## config.mk

```make
export PLATFORM = sky130hd
export DESIGN_NAME = sio_cfg_decoder
export DESIGN_NICKNAME = d
export VERILOG_FILES = /design/src/rtl/sio_cfg_pkg.sv /design/src/rtl/sio_key_fsm.sv /design/src/rtl/sio_dev_regs.sv /design/src/rtl/sio_cfg_decoder.sv
export SDC_FILE = /design/constraint.sdc
export NUM_CORES = 1
export LEC_CHECK = 0
export ABC_AREA = 1
export CAP_MARGIN = 15
export CELL_PAD_IN_SITES_DETAIL_PLACEMENT = 1
export CELL_PAD_IN_SITES_GLOBAL_PLACEMENT = 2
export CORE_AREA = 4 4 242 244
export DETAILED_ROUTE_END_ITERATION = 8
export DIE_AREA = 0 0 246 248
export PLACE_DENSITY_LB_ADDON = 0.25
export SYNTH_ARGS = -nofsm -noshare
export SYNTH_HDL_FRONTEND = slang
export SYNTH_HIERARCHICAL = 1
export SYNTH_SLANG_ARGS = --single-unit
```

## constraint.sdc

```tcl
create_clock -name clk -period 5.3 [get_ports clk]
set_clock_uncertainty 0.1 [all_clocks]
set_input_delay 1.06 -clock clk [delete_from_list [all_inputs] [get_ports clk]]
set_output_delay 1.06 -clock clk [all_outputs]
set_load 0.05 [all_outputs]
```

## src/rtl/sio_cfg_pkg.sv

```systemverilog
package sio_cfg_pkg;

   localparam int NDEV = 7;

   localparam logic [7:0] KEY_BYTE  = 8'h87;
   localparam logic [7:0] EXIT_BYTE = 8'hAA;

   localparam logic [7:0] IX_LDN  = 8'h07;
   localparam logic [7:0] IX_ACT  = 8'h30;
   localparam logic [7:0] IX_B0H  = 8'h60;
   localparam logic [7:0] IX_B0L  = 8'h61;
   localparam logic [7:0] IX_B1H  = 8'h62;
   localparam logic [7:0] IX_B1L  = 8'h63;
   localparam logic [7:0] IX_IRQ  = 8'h70;

   typedef enum logic [1:0] {
      KS_LOCKED = 2'd0,
      KS_HALF   = 2'd1,
      KS_OPEN   = 2'd2
   } key_state_t;

   // Device number served by each output slot.
   function automatic logic [7:0] slot_ldn(input int slot);
      case (slot)
         0:       return 8'h01;
         1:       return 8'h02;
         2:       return 8'h04;
         3:       return 8'h05;
         4:       return 8'h06;
         5:       return 8'h07;
         6:       return 8'h0A;
         default: return 8'hFF;
      endcase
   endfunction

endpackage

```

## src/rtl/sio_key_fsm.sv

```systemverilog
module sio_key_fsm
   import sio_cfg_pkg::*;
(
   input  logic       clk,
   input  logic       rst_n,
   input  logic       idx_wr,
   input  logic [7:0] wdata,
   output logic       unlocked,
   output logic       idx_load
);

   key_state_t state_q, state_d;

   always_comb begin
      state_d = state_q;
      if (idx_wr) begin
         case (state_q)
            KS_LOCKED: state_d = (wdata == KEY_BYTE) ? KS_HALF : KS_LOCKED;
            KS_HALF:   state_d = (wdata == KEY_BYTE) ? KS_OPEN : KS_LOCKED;
            KS_OPEN:   state_d = (wdata == EXIT_BYTE) ? KS_LOCKED : KS_OPEN;
            default:   state_d = KS_LOCKED;
         endcase
      end
   end

   always_ff @(posedge clk) begin
      if (!rst_n) state_q <= KS_LOCKED;
      else        state_q <= state_d;
   end

   assign unlocked = (state_q == KS_OPEN);
   assign idx_load = idx_wr && unlocked && (wdata != EXIT_BYTE);

   AST_OPEN_NEEDS_KEY: assert property (@(posedge clk) disable iff (!rst_n)
      $rose(unlocked) |-> $past(idx_wr && wdata == KEY_BYTE));

   AST_EXIT_LOCKS: assert property (@(posedge clk) disable iff (!rst_n)
      (unlocked && idx_wr && wdata == EXIT_BYTE) |=> !unlocked);

endmodule

```

## src/rtl/sio_dev_regs.sv

```systemverilog
module sio_dev_regs
   import sio_cfg_pkg::*;
#(
   parameter int IRQ_W = 4
) (
   input  logic             clk,
   input  logic             rst_n,
   input  logic             we,
   input  logic [7:0]       idx,
   input  logic [7:0]       wdata,
   output logic [7:0]       rdata,
   output logic             active,
   output logic [15:0]      base0,
   output logic [15:0]      base1,
   output logic [IRQ_W-1:0] irq
);

   localparam int PAD_W = 8 - IRQ_W;

   always_ff @(posedge clk) begin
      if (!rst_n) begin
         active <= 1'b0;
         base0  <= '0;
         base1  <= '0;
         irq    <= '0;
      end else if (we) begin
         case (idx)
            IX_ACT: active       <= wdata[0];
            IX_B0H: base0[15:8]  <= wdata;
            IX_B0L: base0[7:0]   <= wdata;
            IX_B1H: base1[15:8]  <= wdata;
            IX_B1L: base1[7:0]   <= wdata;
            IX_IRQ: irq          <= wdata[IRQ_W-1:0];
            default: ;
         endcase
      end
   end

   generate
      if (PAD_W > 0) begin : g_irq_pad
         logic [7:0] irq_rd;
         assign irq_rd = {{PAD_W{1'b0}}, irq};
         always_comb begin
            case (idx)
               IX_ACT:  rdata = {7'b0, active};
               IX_B0H:  rdata = base0[15:8];
               IX_B0L:  rdata = base0[7:0];
               IX_B1H:  rdata = base1[15:8];
               IX_B1L:  rdata = base1[7:0];
               IX_IRQ:  rdata = irq_rd;
               default: rdata = 8'h00;
            endcase
         end
      end else begin : g_irq_full
         always_comb begin
            case (idx)
               IX_ACT:  rdata = {7'b0, active};
               IX_B0H:  rdata = base0[15:8];
               IX_B0L:  rdata = base0[7:0];
               IX_B1H:  rdata = base1[15:8];
               IX_B1L:  rdata = base1[7:0];
               IX_IRQ:  rdata = irq[7:0];
               default: rdata = 8'h00;
            endcase
         end
      end
   endgenerate

   AST_BANK_HOLD: assert property (@(posedge clk) disable iff (!rst_n)
      !we |=> $stable({active, base0, base1, irq}));

endmodule

```

## src/rtl/sio_cfg_decoder.sv

```systemverilog
module sio_cfg_decoder
   import sio_cfg_pkg::*;
#(
   parameter int                ADDR_W   = 16,
   parameter logic [ADDR_W-1:0] CFG_BASE = 16'h002E,
   parameter int                IRQ_W    = 4
) (
   input  logic                     clk,
   input  logic                     rst_n,
   input  logic [ADDR_W-1:0]        io_addr,
   input  logic                     io_wr,
   input  logic                     io_rd,
   input  logic [7:0]               io_wdata,
   output logic [7:0]               io_rdata,
   output logic [NDEV-1:0]          dev_active,
   output logic [NDEV*16-1:0]       dev_base0,
   output logic [NDEV*16-1:0]       dev_base1,
   output logic [NDEV*IRQ_W-1:0]    dev_irq
);

   localparam logic [ADDR_W-1:0] IDX_PORT  = CFG_BASE;
   localparam logic [ADDR_W-1:0] DATA_PORT = CFG_BASE + 1'b1;

   generate
      if (ADDR_W < 2) begin : g_bad_addr_w
         $error("sio_cfg_decoder: ADDR_W must be at least 2");
      end
      if (CFG_BASE[0] != 1'b0) begin : g_bad_base
         $error("sio_cfg_decoder: CFG_BASE must be even");
      end
      if (IRQ_W < 1 || IRQ_W > 8) begin : g_bad_irq_w
         $error("sio_cfg_decoder: IRQ_W must lie in 1..8");
      end
   endgenerate

   logic       hit_idx, hit_data;
   logic       idx_wr, data_wr;
   logic       unlocked, idx_load;
   logic [7:0] idx_q, ldn_q;
   logic       cfg_wr;

   assign hit_idx  = (io_addr == IDX_PORT);
   assign hit_data = (io_addr == DATA_PORT);
   assign idx_wr   = io_wr && hit_idx;
   assign data_wr  = io_wr && hit_data;
   assign cfg_wr   = data_wr && unlocked;

   sio_key_fsm u_key (
      .clk      (clk),
      .rst_n    (rst_n),
      .idx_wr   (idx_wr),
      .wdata    (io_wdata),
      .unlocked (unlocked),
      .idx_load (idx_load)
   );

   always_ff @(posedge clk) begin
      if (!rst_n) begin
         idx_q <= 8'h00;
         ldn_q <= 8'h00;
      end else begin
         if (idx_load) idx_q <= io_wdata;
         if (cfg_wr && idx_q == IX_LDN) ldn_q <= io_wdata;
      end
   end

   logic [NDEV-1:0] ldn_hit;
   logic [NDEV-1:0] bank_we;
   logic [7:0]      bank_rd [NDEV];

   for (genvar g = 0; g < NDEV; g++) begin : g_dev
      assign ldn_hit[g] = (ldn_q == slot_ldn(g));
      assign bank_we[g] = cfg_wr && ldn_hit[g];

      sio_dev_regs #(.IRQ_W(IRQ_W)) u_regs (
         .clk    (clk),
         .rst_n  (rst_n),
         .we     (bank_we[g]),
         .idx    (idx_q),
         .wdata  (io_wdata),
         .rdata  (bank_rd[g]),
         .active (dev_active[g]),
         .base0  (dev_base0[g*16 +: 16]),
         .base1  (dev_base1[g*16 +: 16]),
         .irq    (dev_irq[g*IRQ_W +: IRQ_W])
      );
   end

   logic [7:0] dev_rd;
   always_comb begin
      dev_rd = 8'h00;
      for (int i = 0; i < NDEV; i++) begin
         if (ldn_hit[i]) dev_rd = dev_rd | bank_rd[i];
      end
   end

   always_comb begin
      io_rdata = 8'h00;
      if (io_rd && unlocked) begin
         if (hit_idx)                          io_rdata = idx_q;
         else if (hit_data && idx_q == IX_LDN) io_rdata = ldn_q;
         else if (hit_data)                    io_rdata = dev_rd;
      end
   end

   AST_ONE_BANK: assert property (@(posedge clk) disable iff (!rst_n)
      $onehot0(bank_we));

   AST_LOCKED_HOLDS_LDN: assert property (@(posedge clk) disable iff (!rst_n)
      !unlocked |=> $stable(ldn_q));

   AST_LOCKED_HOLDS_DEVS: assert property (@(posedge clk) disable iff (!rst_n)
      !unlocked |=> $stable({dev_active, dev_base0, dev_base1, dev_irq}));

   AST_LOCKED_READ_ZERO: assert property (@(posedge clk) disable iff (!rst_n)
      !unlocked |-> io_rdata == 8'h00);

   AST_FOREIGN_NO_EFFECT: assert property (@(posedge clk) disable iff (!rst_n)
      (!hit_idx && !hit_data) |=> ($stable(idx_q) && $stable(ldn_q) &&
                                  $stable(unlocked)));

endmodule

```

==> impl_metrics.env <==
export IMPL_status="completed"
export IMPL_r2r_slack_ns=2.42
export IMPL_power_density_nw_per_um2=230.1
export IMPL_rows=87
export IMPL_r2r_start="ldn_q[5]"
export IMPL_finalSetupViolCount=0
export IMPL_worstPathRequired_ns=4.14
export IMPL_postCtsHoldBufs=0
export IMPL_antenna_cells=0
export IMPL_ios=295
export IMPL_synth_most_common_cell="nand2_1"
export IMPL_cts_resized=0
export IMPL_path_buf_inv=2
export IMPL_post_route_period_util_pct=92.50
export IMPL_timing_rr_end="g_dev[6].u_regs/base0[0]"
export IMPL_via_count=18060
export IMPL_clk_latency_ns=0.55
export IMPL_worst_path_most_repeated_cell="nand2_1"
export IMPL_drt_iter0_markers=964
export IMPL_clock_fmax_mhz=204.0
export IMPL_min_to="u_key/state_q[0]"
export IMPL_die_area_um2=61010
export IMPL_drc=0
export IMPL_core_area_um2=56280
export IMPL_hold_start="u_key/state_q[0]"
export IMPL_synth_distinct_cells=25
export IMPL_clk_pin_slew_ns=0.05
export IMPL_crit_path_end_kind="primary output"
export IMPL_synthArstFlopShare_pct=0
export IMPL_maxSlewHeadroom_pct=22.89
export IMPL_synth_edf_count=0
export IMPL_crit_path_start_kind="flip-flop"
export IMPL_ys_seq_area_share_pct=33.10
export IMPL_max_cap_violations=0
export IMPL_leakagePower_nw=10.16
export IMPL_yosysWarnings=6
export IMPL_r2r_cells=10
export IMPL_arrival_ns=3.74
export IMPL_netlist_instances=2811
export IMPL_synthTopCellsByArea="dfxtp_1 33%, nand2_1 17%, nor2_1 14%, inv_1 11%, nand3_1 8.8%"
export IMPL_synth_area_um2=16750
export IMPL_hold_violations=0
export IMPL_clock_path_buffers=3
export IMPL_synth_nets=2839
export IMPL_gp_congestion=0.8410
export IMPL_die_w_um=246
export IMPL_crit_chain="buf_4 > nand2_1 > nor2_4 > nand3_1 > nand2_1 > nor2_1 > nand2_1 > nand3_1 > nand2_1 > nor2_1 > nand2_1 > nand2_1 > a21oi_1 > buf_4"
export IMPL_routed_wirelength_um=72490
export IMPL_io_buffers=294
export IMPL_crit_type="reg2out"
export IMPL_max_stage_delay_ns=0.99
export IMPL_yosys_most_used_dff="dfxtp_1"
export IMPL_synth_commonest_cells="754 x nand2_1, 625 x nor2_1, 497 x inv_1"
export IMPL_die_h_um=248
export IMPL_grt_max_degree=96
export IMPL_ys_ff_latch=277
export IMPL_first_global_vias=18520
export IMPL_initial_utilization_pct=29.77
export IMPL_drive_gt1_share_pct=8.360
export IMPL_avgSynthCellArea_um2=5.959
export IMPL_power_w=0.004945
export IMPL_viasPerCell=4.672
export IMPL_fin_setup_tns_ns=0
export IMPL_vdd_ir_drop_max_mv=0.1783
export IMPL_post_cts_buffers=0
export IMPL_grt_total_usage_pct=23.29
export IMPL_fin_nets=3112
export IMPL_antenna_left=0
export IMPL_min_path_cells=2
export IMPL_grt_pass1_wl_um=110700
export IMPL_yosys_area_top_type="dfxtp_1"
export IMPL_critical_path_top_delay_family="simple AND/OR/NAND/NOR gates"
export IMPL_synth_top_area_share_pct=33.10
export IMPL_grt_ovfl_total=0
export IMPL_slew_violations=0
export IMPL_rsz0062_at_grt="no"
export IMPL_clock_sinks=277
export IMPL_period_minus_slack_ns=4.902
export IMPL_root_buffer="clkbuf_16"
export IMPL_routedWlPerCell_um=18.75
export IMPL_critPathMaxFanout=20
export IMPL_cts_tree="yes"
export IMPL_antenna_found_initial=0
export IMPL_numCtsBuffers=38
export IMPL_hpwl_um=53160
export IMPL_syn_to_final_growth_pct=28.31
export IMPL_cts_max_level=2
export IMPL_tightest_slew_ns=1.155
export IMPL_slowest_stage="dfxtp_1"
export IMPL_firstDrtPassIters=5
export IMPL_hold_class="reg2reg"
-- worst max-delay path by stage --
stage | from | end | slack, ns | depth (start not counted)
floorplan | idx_q[5] | io_rdata[2] | 1.47 | 13
global placement | idx_q[0] | io_rdata[2] | 1.05 | 14
detailed placement | idx_q[0] | io_rdata[2] | 1.02 | 14
CTS | idx_q[0] | io_rdata[2] | 0.41 | 14
global route | idx_q[0] | io_rdata[2] | 0.23 | 14
finish | idx_q[0] | io_rdata[2] | 0.40 | 14
-- worst reg2reg max path, delay by kind of cell (launching register included) --
kind / cells / cell delay (ns)
buf+inv: 3 / 0.43
flops: 1 / 0.32
simple gates: 7 / 1.95
-- through the flow --
stage	utilization (%)	std cells	worst slack (ns)	hold WS [ns]	cell area, µm²
3_5_place_dp	35.90	3800	1.022	0.4039	20200
2_1_floorplan	-	2811	1.470	0.3673	16750
4_1_cts	38.19	3866	0.4072	0.4118	21490
5_1_grt	38.19	3866	0.2269	0.4465	21490
6_report	38.19	3866	0.3977	0.4078	21490
3_3_place_gp	35.90	3800	1.054	0.3871	20200
-- cell usage in the layout, fill, tap and decap left out, types with 3 or more instances in the layout --
cell / n
nand2_1: 754
nor2_1: 623
inv_1: 497
nand3_1: 293
dfxtp_1: 277
clkdlybuf4s50_1: 277
nand4_1: 57
nand2_2: 53
clkbuf_16: 41
o21ai_0: 38
buf_4: 36
nor2_4: 27
inv_2: 24
a21oi_1: 22
nand3_4: 19
nor2_2: 16
clkbuf_1: 9
nand3_2: 8
nor2_8: 8
buf_2: 8
clkbuf_8: 6
clkinv_2: 4
bufinv_16: 4
clkinvlp_4: 3
-- sequential cells by signal (all words and copies together), names as in the netlist --
name / count
g_dev.u_regs/base0: 112
g_dev.u_regs/base1: 112
g_dev.u_regs/irq: 28
idx_q: 8
ldn_q: 8
g_dev.u_regs/active: 7
u_key/state_q: 2
-- final cells by class --
class,count,area [µm²]
multi-input cells,1922,8635
well taps,756,945.9
repair buffers,323,3117
inverters,522,1959
fillers,7388,34780
flip-flops and latches,277,5545
clock buffers,55,1129
clock inverters,11,162.7
-- layer usage --
metal	part of all wire, %	up-vias	wire (µm)	track usage [%]
met3	3.9	86	2850	3.014
met4	2.1	0	1547	5.857
met5	0	-	0	0
li1	-	8951	-	-
met1	45	8670	32610	30.13
met2	49	355	35480	41.15
-- logic make-up (layout without fill, tap and decap cells) --
family          count (synthesis)  count (layout)  share of synthesized area (%)
compound gates                 61              61                          1.845
buf+inv                       612             911                          15.38
flops                         277             277                          33.10
simple gates                 1861            1861                          49.67
-- power breakdown --
part,total [W],internal (W),switching [W],leakage (nW)
combinational,0.000164,0.0000359,0.000128,7.31
clock,0.00270,0.00167,0.00103,0.624
sequential,0.00208,0.00208,0.000000000000130,2.23
Power figures use the tool's default switching activity.
